===== src/rtl/rgn_pkg.sv =====
package rgn_pkg;
  localparam int unsigned ADDR_W = 32;
  localparam int unsigned TBL_W  = 32;
  localparam int unsigned PID_W  = 3;

  typedef logic [ADDR_W-1:0] addr_t;
  typedef logic [TBL_W-1:0]  tbl_t;

  typedef struct packed {
    logic  fwd;
    logic  deny;
    logic  write;
    addr_t addr;
  } verdict_t;
endpackage


===== src/rtl/rgn_decode.sv =====
module rgn_decode
  import rgn_pkg::*;
#(
  parameter logic [31:0] WIN_BASE = 32'h3FFE_8000,
  parameter int unsigned SHIFT    = 13,
  parameter int unsigned NREG     = 12,
  localparam int unsigned IDX_W   = $clog2(NREG)
) (
  input  addr_t            addr,
  output logic             in_win,
  output logic [IDX_W-1:0] idx
);
  addr_t offset;
  addr_t slot;

  always_comb begin
    offset = addr - WIN_BASE;
    slot   = offset >> SHIFT;
    in_win = (addr >= WIN_BASE) && (slot < NREG);
    idx    = slot[IDX_W-1:0];
  end
endmodule


===== src/rtl/rgn_perm_regs.sv =====
module rgn_perm_regs
  import rgn_pkg::*;
#(
  parameter int unsigned NREG     = 12,
  parameter int unsigned T0_LSB   = 29,
  parameter int unsigned T0_CNT   = 3,
  parameter int unsigned PRIV_MAX = 1
) (
  input  logic             clk,
  input  logic             rst,
  input  logic             we,
  input  logic             sel,
  input  tbl_t             wdata,
  input  logic [PID_W-1:0] pid,
  output tbl_t             rdata,
  output logic             viol,
  output logic [NREG-1:0]  perm
);
  tbl_t tbl0_q, tbl1_q;
  logic priv;

  assign priv = (pid <= PID_W'(PRIV_MAX));

  always_ff @(posedge clk) begin
    if (rst) begin
      tbl0_q <= '1;
      tbl1_q <= '1;
      viol   <= 1'b0;
    end else begin
      viol <= we && !priv;
      if (we && priv) begin
        if (sel) tbl1_q <= wdata;
        else     tbl0_q <= wdata;
      end
    end
  end

  assign rdata = sel ? tbl1_q : tbl0_q;

  for (genvar i = 0; i < NREG; i++) begin : g_map
    if (i < T0_CNT) begin : g_t0
      assign perm[i] = tbl0_q[T0_LSB + i];
    end else begin : g_t1
      assign perm[i] = tbl1_q[i - T0_CNT];
    end
  end
endmodule


===== src/rtl/region_guard.sv =====
module region_guard
  import rgn_pkg::*;
#(
  parameter logic [31:0] WIN_BASE = 32'h3FFE_8000,
  parameter int unsigned SHIFT    = 13,
  parameter int unsigned NREG     = 12,
  parameter int unsigned T0_LSB   = 29,
  parameter int unsigned T0_CNT   = 3,
  parameter int unsigned PRIV_MAX = 1
) (
  input  logic        clk,
  input  logic        rst,
  input  logic        req_valid,
  input  logic [31:0] req_addr,
  input  logic        req_write,
  input  logic [2:0]  proc_id,
  input  logic        cfg_we,
  input  logic        cfg_sel,
  input  logic [31:0] cfg_wdata,
  output logic [31:0] cfg_rdata,
  output logic        cfg_viol,
  output logic        fwd_valid,
  output logic [31:0] fwd_addr,
  output logic        fwd_write,
  output logic        deny_err
);
  localparam int unsigned IDX_W = $clog2(NREG);

  logic             in_win;
  logic [IDX_W-1:0] idx;
  logic [NREG-1:0]  perm;
  logic             allow;
  verdict_t         vd_d, vd_q;

  rgn_decode #(.WIN_BASE(WIN_BASE), .SHIFT(SHIFT), .NREG(NREG)) u_dec (
    .addr(req_addr), .in_win(in_win), .idx(idx)
  );

  rgn_perm_regs #(.NREG(NREG), .T0_LSB(T0_LSB), .T0_CNT(T0_CNT),
                  .PRIV_MAX(PRIV_MAX)) u_regs (
    .clk(clk), .rst(rst), .we(cfg_we), .sel(cfg_sel), .wdata(cfg_wdata),
    .pid(proc_id), .rdata(cfg_rdata), .viol(cfg_viol), .perm(perm)
  );

  always_comb begin
    allow      = !in_win || perm[idx];
    vd_d.fwd   = req_valid && allow;
    vd_d.deny  = req_valid && !allow;
    vd_d.write = req_write;
    vd_d.addr  = req_addr;
  end

  always_ff @(posedge clk) begin
    if (rst) vd_q <= '0;
    else     vd_q <= vd_d;
  end

  assign fwd_valid = vd_q.fwd;
  assign deny_err  = vd_q.deny;
  assign fwd_addr  = vd_q.addr;
  assign fwd_write = vd_q.write;
endmodule


===== config.mk =====
export PLATFORM = sky130hd
export DESIGN_NAME = region_guard
export DESIGN_NICKNAME = d
export VERILOG_FILES = /design/src/rtl/rgn_pkg.sv /design/src/rtl/rgn_decode.sv /design/src/rtl/rgn_perm_regs.sv /design/src/rtl/region_guard.sv
export SDC_FILE = /design/constraint.sdc
export NUM_CORES = 1
export LEC_CHECK = 0
export ABC_AREA = 1
export BUFFER_PORTS_ARGS = -buffer_cell sky130_fd_sc_hd__clkbuf_2
export CAP_MARGIN = 20
export CORE_MARGIN = 5
export CORE_UTILIZATION = 54
export DETAILED_ROUTE_END_ITERATION = 7
export PLACE_DENSITY = 0.86
export REMOVE_ABC_BUFFERS = 1
export SLEW_MARGIN = 20
export SYNTH_ARGS = -nofsm -noshare
export SYNTH_HDL_FRONTEND = slang
export SYNTH_SLANG_ARGS = --single-unit
export TNS_END_PERCENT = 1

===== constraint.sdc =====
create_clock -name clk -period 2.9 [get_ports clk]
set_input_delay 0.58 -clock clk [delete_from_list [all_inputs] [get_ports clk]]
set_output_delay 0.58 -clock clk [all_outputs]
set_load 0.05 [all_outputs]

# After elaboration in Yosys (flattened, before gate mapping)
# Cells that the tools add are included.
# op_classes
add_sub_neg	1
order_cmp	4
muxes	3
bitwise	1
n_reduce_logical	11
# op_table
operator	count
32-bit by 30-bit greater-or-equal comparator with 1-bit output (second input constant)	1
32-bit two-way mux	1
32-bit by 30-bit subtractor with 32-bit output (second input constant)	1
19-bit by 4-bit less-than comparator with 1-bit output (second input constant)	1
1-bit logical AND	5
4-bit by 5-bit less-than comparator with 1-bit output (second input constant)	1
1-bit binary-select mux with 4-bit select	1
2-bit AND reduction	2
3-bit by 1-bit less-or-equal comparator with 1-bit output (second input constant)	1
1-bit logical NOT	3
1-bit logical OR	1
1-bit two-way mux	1
1-bit NOT	1
# totals
register_bits	100
inputBits	73
out_inout_bits	68
elab_cells	27

# Logic depth before layout (Yosys ltp)
# Gate-level depths: netlist (run 1).
# depth
word_depth	7
ltp_mapped	14
mapped_depth_nobuf	14

# Hierarchy
# From an unflattened synthesis (run 1), not the netlist that was laid out.
# unflattened
hier_cells	679
area_unflattened_um2	4759.6
# modules_own_cells
mod	n_inst	cells_per_inst	area_per_inst_um2	seq_area_each_um2
rgn_perm_regs	1	413	3021.6	1301.2
region_guard	1	151	1171.1	700.7
rgn_decode	1	115	566.8	0.0

# Worst setup path after synthesis (run 1)
# OpenSTA, ideal clock, no wires.
# synth_timing
path_kind	input -> output
from	input port cfg_sel
to	output port cfg_rdata[0]
arrival_time_ns	2.056
required_ns	2.320
setup_slack_ns	0.264
path_stages	4
n_path_buf	2
path_cell_list	buf_2 > inv_2 > clkbuf_1 > o21ai_0
# synth_between
elab_chain_cells	1
# synth_lines
element	line	source
from (decl)	region_guard.sv:18	input logic cfg_sel,
32-bit two-way mux	rgn_perm_regs.sv:38	assign rdata = sel ? tbl1_q : tbl0_q;
to (decl)	region_guard.sv:20	output logic [31:0] cfg_rdata,
# Every way passes these cells.

# Final worst setup path (run 1)
# layout_timing
from	input port cfg_sel
to	output port cfg_rdata[7]
# The elaborated chain is that of the path after synthesis.

==> metrics.yaml, run 1 <==
cells_and_area:
  final_cell_area_sq_um: 5250
  drive_gt1_share_pct: 23.3
  fillers: 696
  final_nets: 839
  synthToLayoutAreaGrowth_pct: 23.4
  antenna_cells: 0
setup_path:
  r2r-start: "u_regs.tbl1_q[5]"
  reg2regPathDepth: 12
  rrSetupSlack_ns: 1.65
  cp_cell_sequence: "clkbuf_2 -> inv_2 -> buf_4 -> nand2_1 -> o21ai_0 -> clkbuf_2"
  worstPathRequired_ns: 2.32
  rr_endpoint: "fwd_valid"
  path_class: "in -> out"
  cp-start-kind: "input pin"
  end_kind: "output pin"
  worstPathArrival_ns: 1.70
  crit_start: "cfg_sel"
  cp.depth: 6
  crit_path_frequent_cell: "clkbuf_2"
  path_delay_family: "buffers and inverters"
  max_stage_delay_ns: 0.33
  critPathBufInv: 4
  path_max_fanout: 26
  crit_end: "cfg_rdata[7]"
  slowest_stage: "buf_4"
grt:
  antenna_found_initial: 0
  grt_max_degree: 34
  grt_pass1_wl_microns: 18800
  grt_pass1_vias: 4300
  track_usage_pct: 23.2
  grt-ovfl-total: 0
detailed_routing:
  drt_iter0_drc: 240
  post-route-drc-count: 0
  wl_microns: 11000
  vias: 4388
  antenna_left: 0
  post_drt_via_cell_ratio: 5.04
  wire_per_inst_microns: 12.7
  first_pass_iters: 5
floorplan:
  die_h_microns: 98.7
  core_sq_um: 7690
  rows: 32
  dieArea_sq_um: 9750
  fp.dieW_microns: 98.7
  initial_core_util_pct: 55.3
  ios: 141
placed_design:
  dp_hpwl_microns: 8140
  io_buffers: 139
  placed_cell_area_sq_um: 5010
  gp_congestion: 0.857
sta:
  timing.fmax_ghz: 0.439
  finalSetupViolCount: 0
  finClkSkew_ns: 0.00811
  worstMarginPinSlew_ns: 0.589
  fin_crit_ns: 2.28
  drv_slew: 0
  rsz0062_at_grt: "false"
  fin_crit_sh_pct: 78.6
  hold_viol_final: 0
  fin_tns_setup_ns: 0
  relSlewSlack_pct: 60.7
power:
  p_leak_nw: 2.95
  peakVddDrop_v: 0.000314
  cellPowerDensity_nw_per_um2: 581
clock_tree:
  cts_root_buffer: "clkbuf_8"
  worstSkewPairLatency_ns: 0.36
  cts.sinks: 100
  post-cts-setup-buffers: 0
  cts_resized: 0
  cts_hold_buf: 0
  numCtsBuffers: 9
  cts_buffer_depth: 2
  htreeDepth: 3
  path_clk_slew_ns: 0.09
  cts_tree: "done"
logic_synthesis:
  seq_area_frac_synth_pct: 47.1
  ys_types: 21
  ys_ff_latch: 100
  yosysWarningCount: 0
  syn_avg_cell_area_sq_um: 6.66
  syn_area_sq_um: 4250
  synthCells: 638
hold_path:
  hold_class: "in -> reg"
run:
  maxCapViolCount: 0
outcome:
  status: "finished, final reports clean"
==> Yosys cell counts, drive strengths merged <==
cell | count | area, sq um
a21oi | 3 | 15.0
buf | 11 | 51.3
clkbuf | 19 | 71.3
dfxtp | 100 | 2000
ha | 1 | 12.5
inv | 59 | 221
nand2 | 265 | 1000
nand3 | 68 | 345
nand4 | 3 | 18.8
nor2 | 76 | 310
nor3 | 1 | 10.0
o211ai | 12 | 90.1
o21ai | 19 | 95.1
o21bai | 1 | 7.51
==> worst reg2reg max path, delay by kind of cell (launching register included) <==
kind	cells	cell delay, ns
DFF	1	0.31
buffers and inverters	2	0.14
and+or+nand+nor	10	0.68
==> where the power goes <==
group / internal (mW) / switching [mW]
clock: 0.570 / 0.472
sequential: 1.43 / 0.0217
combinational: 0.143 / 0.413
total: 2.14 / 0.906
==> flip-flops by register name, summed over array words and instances, names as in the netlist <==
signal and flops:
fwd_addr 32, u_regs.tbl0_q 32, u_regs.tbl1_q 32, fwd_write 1, u_regs.viol 1, fwd_valid 1, deny_err 1
==> worst min path at each step <==
stage | from | to | slack, ns | cells after the start
floorplan | u_regs.tbl1_q[10] | u_regs.tbl1_q[10] | 0.43 | 2
global placement | u_regs.tbl1_q[22] | u_regs.tbl1_q[22] | 0.44 | 2
detailed placement | u_regs.tbl1_q[24] | u_regs.tbl1_q[24] | 0.44 | 2
CTS | req_addr[7] | fwd_addr[7] | 0.38 | 3
global route | req_addr[5] | fwd_addr[5] | 0.38 | 3
finish | req_addr[7] | fwd_addr[7] | 0.39 | 3
==> metrics by stage <==
step           std cells  hold WS (ns)  util [%]  worst slack, ns  total power [mW]
2_1_floorplan        608         0.429         -           0.0258              1.85
3_3_place_gp         856         0.437      65.2            0.630              2.03
5_1_grt              871         0.380      68.2            0.507              3.18
6_report             871         0.395      68.2            0.620              3.05
3_5_place_dp         856         0.442      65.2            0.615              2.04
4_1_cts              871         0.383      68.2            0.612              3.07
==> kinds of logic (layout without fill, tap and decap cells) <==
kind of cell / after synthesis / count (layout) / share of synthesized area [%]
AND/OR/NAND/NOR: 413 / 413 / 39.6
flip-flops: 100 / 100 / 47.1
buffers and inverters: 89 / 220 / 8.10
AO/OA/AOI/OAI: 35 / 35 / 4.89
adder cells (fa/ha/maj): 1 / 1 / 0.294
==> layout make-up <==
class                      count  area (sq um)  area share (%)
clock buffer                   9           124            2.36
inverter                      59           221            4.22
clock inverter                 6           111            2.12
timing repair buffer         146           748            14.3
multi-input combinational    449          1910            36.4
tap                          102           128            2.43
sequential                   100          2000            38.2
==> layer usage <==
metal / global-route usage [%] / up-vias / part of all wire, %
met5: 0 / - / 0
met1: 27.2 / 2007 / 41
li1: - / 2214 / -
met2: 41.5 / 145 / 51
met3: 4.10 / 22 / 5.9
met4: 9.98 / 0 / 2.3
==> cell usage in the layout (no fill, tap or decap) <==
| master | instances |
|---|---|
| nand2_1 | 263 |
| a21oi_1 | 3 |
| o211ai_1 | 12 |
| bufinv_16 | 3 |
| nand3_1 | 67 |
| nand4_1 | 3 |
| clkinvlp_4 | 1 |
| ha_1 | 1 |
| nand2_2 | 2 |
| nor3_2 | 1 |
| inv_2 | 7 |
| nor2_1 | 69 |
| dfxtp_1 | 100 |
| buf_4 | 7 |
| clkbuf_2 | 139 |
| nand3_2 | 1 |
| nor2_4 | 3 |
| o21ai_1 | 5 |
| o21ai_0 | 14 |
| nor2_2 | 4 |
| inv_6 | 1 |
| clkinv_2 | 1 |
| inv_1 | 52 |
| clkbuf_8 | 9 |
| o21bai_1 | 1 |
No activity file was read; power rests on OpenSTA's default activity.
==> run 2, diff against run 1 <==
--- a/config.mk
+++ b/config.mk
@@ -9,9 +9,9 @@
 export BUFFER_PORTS_ARGS = -buffer_cell sky130_fd_sc_hd__clkbuf_2
 export CAP_MARGIN = 20
 export CORE_MARGIN = 5
-export CORE_UTILIZATION = 54
+export CORE_UTILIZATION = 50
 export DETAILED_ROUTE_END_ITERATION = 7
-export PLACE_DENSITY = 0.86
+export PLACE_DENSITY = 0.8
 export REMOVE_ABC_BUFFERS = 1
 export SLEW_MARGIN = 20
 export SYNTH_ARGS = -nofsm -noshare
==> constraint.sdc (replaced) <==
create_clock -name clk -period 2.3 [get_ports clk]
set_input_delay 0.46 -clock clk [delete_from_list [all_inputs] [get_ports clk]]
set_output_delay 0.46 -clock clk [all_outputs]
set_load 0.05 [all_outputs]
==> run 2 against run 1 <==
  * Critical path depth unchanged
  * Design area increased by 2.1%
  * Combinational power rose by 34%
  * Largest power group unchanged
  * Clock-buffer cell count increased by 1
  * Non-clock buffer count rose by 3
  * Sequential power increased by 26%
  * Hold slack worse by 0.11 ns
  * Critical endpoint is now cfg_rdata[2]
  * Clock skew is 0.00054 ns lower
==> metrics.yaml, run 2 (synthesized netlist as in run 1, its figures left out) <==
detailed_routing:
  vias: 4272  # -2.6%
  drt_iter0_drc: 238  # -0.83%
  wire_per_inst_microns: 12.7  # +0.20%
  wl_microns: 11100  # +0.89%
  post-route-drc-count: 0  # unchanged
  antenna_left: 0  # unchanged
  first_pass_iters: 5  # unchanged
  post_drt_via_cell_ratio: 4.87  # -3.3%
sta:
  fin_ws_ns: 0.388  # -0.232 ns
  drv_slew: 0  # unchanged
  timing.fmax_ghz: 0.523
  fin_crit_sh_pct: 83.1
  fin_crit_ns: 1.91
  relSlewSlack_pct: 64.4  # +3.7 points
  finClkSkew_ns: 0.00757  # -0.000544 ns
  finalSetupViolCount: 0  # unchanged
  whs_ns: 0.280  # -0.115 ns
  worstMarginPinSlew_ns: 0.534  # -0.0555 ns
  rsz0062_at_grt: "false"
  hold_viol_final: 0  # unchanged
cells_and_area:
  final_nets: 842  # +0.36%
  final_cell_area_sq_um: 5360  # +2.1%
  synthToLayoutAreaGrowth_pct: 26.1
  final_common_cell: "nand2_1"
  drive_gt1_share_pct: 23.4  # +0.17 points
  fin_util_pct: 64.9  # -3.4 points
  mostFrequentLayoutCells: "nand2_1, clkbuf_2, dfxtp_1, nor2_1, nand3_1"
  antenna_cells: 0  # unchanged
placed_design:
  dp_slack_ns: 0.297  # -0.317 ns
  gp_congestion: 0.885  # +3.3%
  dp_hpwl_microns: 8130  # -0.23%
  placed_cell_area_sq_um: 5170  # +3.2%
  io_buffers: 139  # unchanged
setup_path:
  critPathBufInv: 4  # unchanged
  worstPathRequired_ns: 1.84  # -0.48 ns
  path_class: "in -> out"
  end_kind: "output pin"
  crit_start: "cfg_sel"
  worstPathArrival_ns: 1.45  # -0.25 ns
  cp-start-kind: "input pin"
  path_delay_family: "buffers and inverters"
  max_stage_delay_ns: 0.32  # about the same
  reg2regPathDepth: 12  # unchanged
  rr_endpoint: "fwd_valid"
  path_max_fanout: 16  # -38%
  cp_cell_sequence: "clkbuf_2 -> inv_2 -> buf_12 -> nand2_1 -> o21ai_0 -> clkbuf_2"
  crit_path_frequent_cell: "clkbuf_2"
  r2r-start: "u_regs.tbl1_q[6]"
  rrSetupSlack_ns: 1.05  # -0.60 ns
  slowest_stage: "clkbuf_2"
grt:
  antenna_found_initial: 0  # unchanged
  grt-ovfl-total: 0  # unchanged
  track_usage_pct: 21.5  # -1.8 points
  grt_pass1_vias: 3991  # -7.2%
  grt_max_degree: 34  # unchanged
  grt_pass1_wl_microns: 18100  # -4.1%
power:
  finalPower_mw: 3.68  # +21%
  peakVddDrop_v: 0.000417  # +33%
  cellPowerDensity_nw_per_um2: 687  # +18%
  p_leak_nw: 2.99  # +1.3%
clock_tree:
  post-cts-setup-buffers: 0  # unchanged
  worstSkewPairLatency_ns: 0.35  # about the same
  cts_tree: "done"
  cts_root_buffer: "clkbuf_8"
  path_clk_slew_ns: 0.09  # about the same
  cts_buffer_depth: 2  # unchanged
  numCtsBuffers: 9  # unchanged
  cts_hold_buf: 0  # unchanged
  cts_resized: 0  # unchanged
  cts.sinks: 100  # unchanged
  htreeDepth: 3  # unchanged
floorplan:
  fp.dieW_microns: 102  # +3.5%
  initial_core_util_pct: 51.5  # -3.8 points
  die_h_microns: 102  # +3.5%
  ios: 141  # unchanged
  dieArea_sq_um: 10400  # +7.2%
  rows: 33  # +3.1%
  core_sq_um: 8260  # +7.4%
hold_path:
  hold-path-endpoint: "fwd_addr[0]"
  hp-start: "req_addr[0]"
  whs_path_depth: 3  # unchanged
  hold_class: "in -> reg"
outcome:
  status: "finished, final reports clean"
run:
  maxCapViolCount: 0  # unchanged
-- run 2: changes by cell type in the layout (fill, tap and decap cells not counted) --
cell / change
buf_12: +9
bufinv_16: -2
clkbuf_2: -8
buf_4: +2
clkinvlp_4: +2
clkinv_2: -1
clkbuf_1: +1
-- run 2: worst reg2reg max path, cell delays in order, from the launching register on --
cell,delay [ns]
dfxtp_1,0.31
inv_1,0.08
nand2_1,0.06
nand3_1,0.08
nand2_1,0.07
nand2_1,0.06
nand2_1,0.04
inv_1,0.04
nand2_1,0.04
nor2_1,0.12
nand2_1,0.10
nor2_1,0.11
nor2_1,0.04
-- run 2: final cells by class --
type	instances	area, sq um
Timing Repair Buffer	149	903
Clock inverter	5	61.3
Fill cell	765	2900
Multi-Input combinational cell	449	1910
Clock buffer	10	128
Sequential cell	100	2000
Tap cell	105	131
Inverter	59	221
-- run 2: per-layer routing --
| metal | global-route usage [%] | routed length, microns | vias to the layer above |
|---|---|---|---|
| met5 | 0 | 0 | - |
| met4 | 8.17 | 230 | 0 |
| met3 | 2.59 | 571 | 19 |
| met2 | 35.8 | 5400 | 118 |
| met1 | 28.5 | 4950 | 1915 |
| li1 | - | - | 2220 |
-- run 2: worst max path at each step --
stage                             end  slack, ns  cells after the start
finish                   cfg_rdata[2]       0.39                      6
global route            cfg_rdata[16]       0.30                      6
CTS                      cfg_rdata[2]       0.38                      6
detailed placement          fwd_valid       0.30                     13
global placement            fwd_valid       0.32                     13
floorplan           u_regs.tbl1_q[10]      -0.45                      5
-- run 2: where the power goes --
group          switching (mW)  internal [mW]  leakage [nW]
Combinational           0.527          0.215          2.08
Clock                   0.610          0.502        0.0850
Sequential             0.0270           1.80         0.823
-- run 2: stage by stage --
step                setup TNS [ns]  cells
floorplan                   -10.45    608
global placement                 0    862
detailed placement               0    862
CTS                              0    877
global route                     0    877
finish                           0    877
==> run 3, diff against run 2 <==
--- a/config.mk
+++ b/config.mk
@@ -5,13 +5,13 @@
 export SDC_FILE = /design/constraint.sdc
 export NUM_CORES = 1
 export LEC_CHECK = 0
-export ABC_AREA = 1
+export ABC_AREA = 0
 export BUFFER_PORTS_ARGS = -buffer_cell sky130_fd_sc_hd__clkbuf_2
 export CAP_MARGIN = 20
 export CORE_MARGIN = 5
-export CORE_UTILIZATION = 50
+export CORE_UTILIZATION = 45
 export DETAILED_ROUTE_END_ITERATION = 7
-export PLACE_DENSITY = 0.8
+export PLACE_DENSITY = 0.77
 export REMOVE_ABC_BUFFERS = 1
 export SLEW_MARGIN = 20
 export SYNTH_ARGS = -nofsm -noshare
==> constraint.sdc (replaced) <==
create_clock -name clk -period 1.6 [get_ports clk]
set_input_delay 0.32 -clock clk [delete_from_list [all_inputs] [get_ports clk]]
set_output_delay 0.32 -clock clk [all_outputs]
set_load 0.05 [all_outputs]
==> run 3 against run 2 <==
  * The flow now finishes with violations (negative setup slack)
  * Hold slack got worse by 0.12 ns
  * Worst setup slack got worse by 0.43 ns
  * Register-to-register slack got worse by 1.1 ns
  * Wire length fell by 6.6%
  * Synthesized area fell by 3.6%
  * First-iteration DRC count fell by 46%
  * Sequential share of layout area fell by 1.3 points
  * Critical path type is now reg -> reg
  * Critical endpoint is now deny_err
  * Largest cell class is now multi-input combinational cells
  * Largest power group unchanged
==> metrics.yaml, run 3 <==
detailed_routing:
  first_pass_iters: 4  # -1
  post-route-drc-count: 0  # unchanged
  post_drt_via_cell_ratio: 5.14  # +5.4%
  wl_microns: 10400  # -6.6%
  wire_per_inst_microns: 15.1  # +19%
  antenna_left: 0  # unchanged
  vias: 3533  # -17%
  drt_iter0_drc: 128  # -46%
logic_synthesis:
  seq_area_frac_synth_pct: 48.9  # +1.8 points
  ys_ff_latch: 100  # unchanged
  yosysWarningCount: 0  # unchanged
  synthCells: 414  # -35%
  ys_types: 40  # +90%
  syn_avg_cell_area_sq_um: 9.90  # +49%
  ys_top_cells_by_area: "dfxtp_1, nor2b_1, mux2_2"
  synth_ff_type: "dfxtp_1"
  async_reset_ff_share_pct: 0  # unchanged
  synth_common_cells: "dfxtp_1, nand2_1, nor2b_1, mux2_2, nand3b_1"
  synth-edff-count: 0  # unchanged
  yosysTopAreaCell: "dfxtp_1"
  syn_area_sq_um: 4100  # -3.6%
  yosys.area.top_type_share_pct: 48.9  # +1.8 points
  synth.most_common_cell: "dfxtp_1"
floorplan:
  rows: 34  # +3.0%
  core_sq_um: 8810  # +6.6%
  die_h_microns: 105  # +3.2%
  fp.dieW_microns: 105  # +3.2%
  ios: 141  # unchanged
  initial_core_util_pct: 46.5  # -4.9 points
  dieArea_sq_um: 11100  # +6.4%
sta:
  hold_viol_final: 0  # unchanged
  drv_slew: 0  # unchanged
  worstMarginPinSlew_ns: 0.407  # -0.126 ns
  timing.fmax_ghz: 0.607
  relSlewSlack_pct: 72.8  # +8.5 points
  fin_crit_sh_pct: 103
  finalSetupViolCount: 1  # +1
  rsz0062_at_grt: "true"
  fin_ws_ns: -0.0470  # -0.435 ns
  finClkSkew_ns: 0.00607  # -0.00149 ns
  fin_crit_ns: 1.65
cells_and_area:
  antenna_cells: 0  # unchanged
  mostFrequentLayoutCells: "clkbuf_2, dfxtp_1, nand2_1, nor2b_1, nand3b_1"
  synthToLayoutAreaGrowth_pct: 36.2
  fin_util_pct: 63.4  # -1.5 points
  drive_gt1_share_pct: 42.2  # +19 points
  final_common_cell: "clkbuf_2"
  final_nets: 650  # -23%
setup_path:
  end_kind: "register"
  cp_cell_sequence: "mux4_2 -> nor3b_2 -> a21oi_1 -> nor4_2 -> and4b_1"
  path_class: "reg -> reg"
  cp-start-kind: "register"
  worstPathRequired_ns: 1.90  # +0.06 ns
  worstPathArrival_ns: 1.95  # +0.50 ns
  slowest_stage: "mux4_2"
  max_stage_delay_ns: 0.48  # +0.16 ns
  path_max_fanout: 2  # -14
grt:
  grt_max_degree: 61  # +79%
  grt-ovfl-total: 0  # unchanged
  track_usage_pct: 18.8  # -2.7 points
  grt_pass1_wl_microns: 17200  # -4.6%
  grt_pass1_vias: 3651  # -8.5%
  antenna_found_initial: 1  # +1
placed_design:
  io_buffers: 139  # unchanged
  dp_hpwl_microns: 7530  # -7.4%
  gp_congestion: 0.791  # -11%
clock_tree:
  worstSkewPairLatency_ns: 0.36  # about the same
  numCtsBuffers: 9  # unchanged
  cts_tree: "done"
  cts_buffer_depth: 2  # unchanged
  path_clk_slew_ns: 0.10  # about the same
  post-cts-setup-buffers: 0  # unchanged
  cts_root_buffer: "clkbuf_8"
  cts.sinks: 100  # unchanged
  htreeDepth: 3  # unchanged
power:
  finalPower_mw: 5.33  # +45%
  peakVddDrop_v: 0.000559  # +34%
  cellPowerDensity_nw_per_um2: 955  # +39%
  p_leak_nw: 2.44  # -18%
outcome:
  status: "complete, but fails checks"
  violations: "negative setup slack"
run:
  maxCapViolCount: 0  # unchanged
hold_path:
  hold_class: "in -> reg"
## run 3: path summary, 6_finish.rpt
kind | end | from | cells after the start | slack [ns]
max | deny_err | u_regs.tbl1_q[4] | 5 | -0.05
min | u_regs.tbl0_q[22] | cfg_wdata[22] | 2 | 0.16
max reg2reg | deny_err | u_regs.tbl1_q[4] | 5 | -0.05
min reg2reg | u_regs.tbl1_q[29] | u_regs.tbl1_q[29] | 2 | 0.47
## run 3: power by group
group | internal, mW | switching, mW | leakage (nW) | total, mW
registers | 2.59 | 0.0397 | 0.818 | 2.63
logic | 0.364 | 0.571 | 1.52 | 0.934
clock network | 0.885 | 0.876 | 0.103 | 1.76
total | 3.84 | 1.49 | 2.44 | 5.33
## run 3: cell type report
class                   instances  area, sq um
inverters                       3         11.3
well taps                     108          135
clock inverters                 5         85.1
repair buffers                179         1180
multi-input cells             283         2020
clock buffers                  10          128
fillers                       718         3220
flip-flops and latches        100         2020
## run 3: kinds of logic (layout without fill, tap and decap cells)
kind of cell	Yosys count	count (layout)	synth area share [%]
flip-flops	100	100	48.9
AND/OR/NAND/NOR	194	194	26.8
adder cells (fa/ha/maj)	1	1	0.305
multiplexers	38	38	11.2
XOR/XNOR	3	3	0.641
buffers and inverters	31	197	2.93
AO/OA/AOI/OAI	47	47	9.28
## run 3: metal layers
| metal | share of wire (%) | routed length [microns] | track usage, % |
|---|---|---|---|
| met1 | 45 | 4640 | 22.7 |
| met2 | 45 | 4710 | 31.3 |
| met3 | 9.0 | 937 | 7.27 |
| met4 | 0.98 | 102 | 4.97 |
| met5 | 0.15 | 16 | 0 |
## run 3: what timing repair did
item | CTS | global route
hold buffers | 0 | 0
setup endpoints to repair | 16 | 28
cloned | 0 | 0
endpoints found under the hold margin | 0 | 0
resized for setup | 28 | 40
pin swaps | 3 | 0
## run 3: per-stage QoR
step | std cells | hold WS, ns | area (sq um) | TNS [ns] | setup slack (ns)
6_report | 688 | 0.163 | 5580 | -0.0470 | -0.0470
5_1_grt | 688 | 0.144 | 5580 | -0.210 | -0.102
4_1_cts | 688 | 0.142 | 5510 | -0.109 | -0.0602
3_5_place_dp | 673 | 0.450 | 5190 | -0.858 | -0.447
3_3_place_gp | 673 | 0.441 | 5190 | -0.618 | -0.316
2_1_floorplan | 386 | 0.387 | 3990 | -48.19 | -1.50
## run 3: critical path: cells and delay by family, from the launching register on
family          cells  cell delay (ns)
compound gates      1             0.08
flops               1             0.33
simple gates        3             0.71
mux                 1             0.48
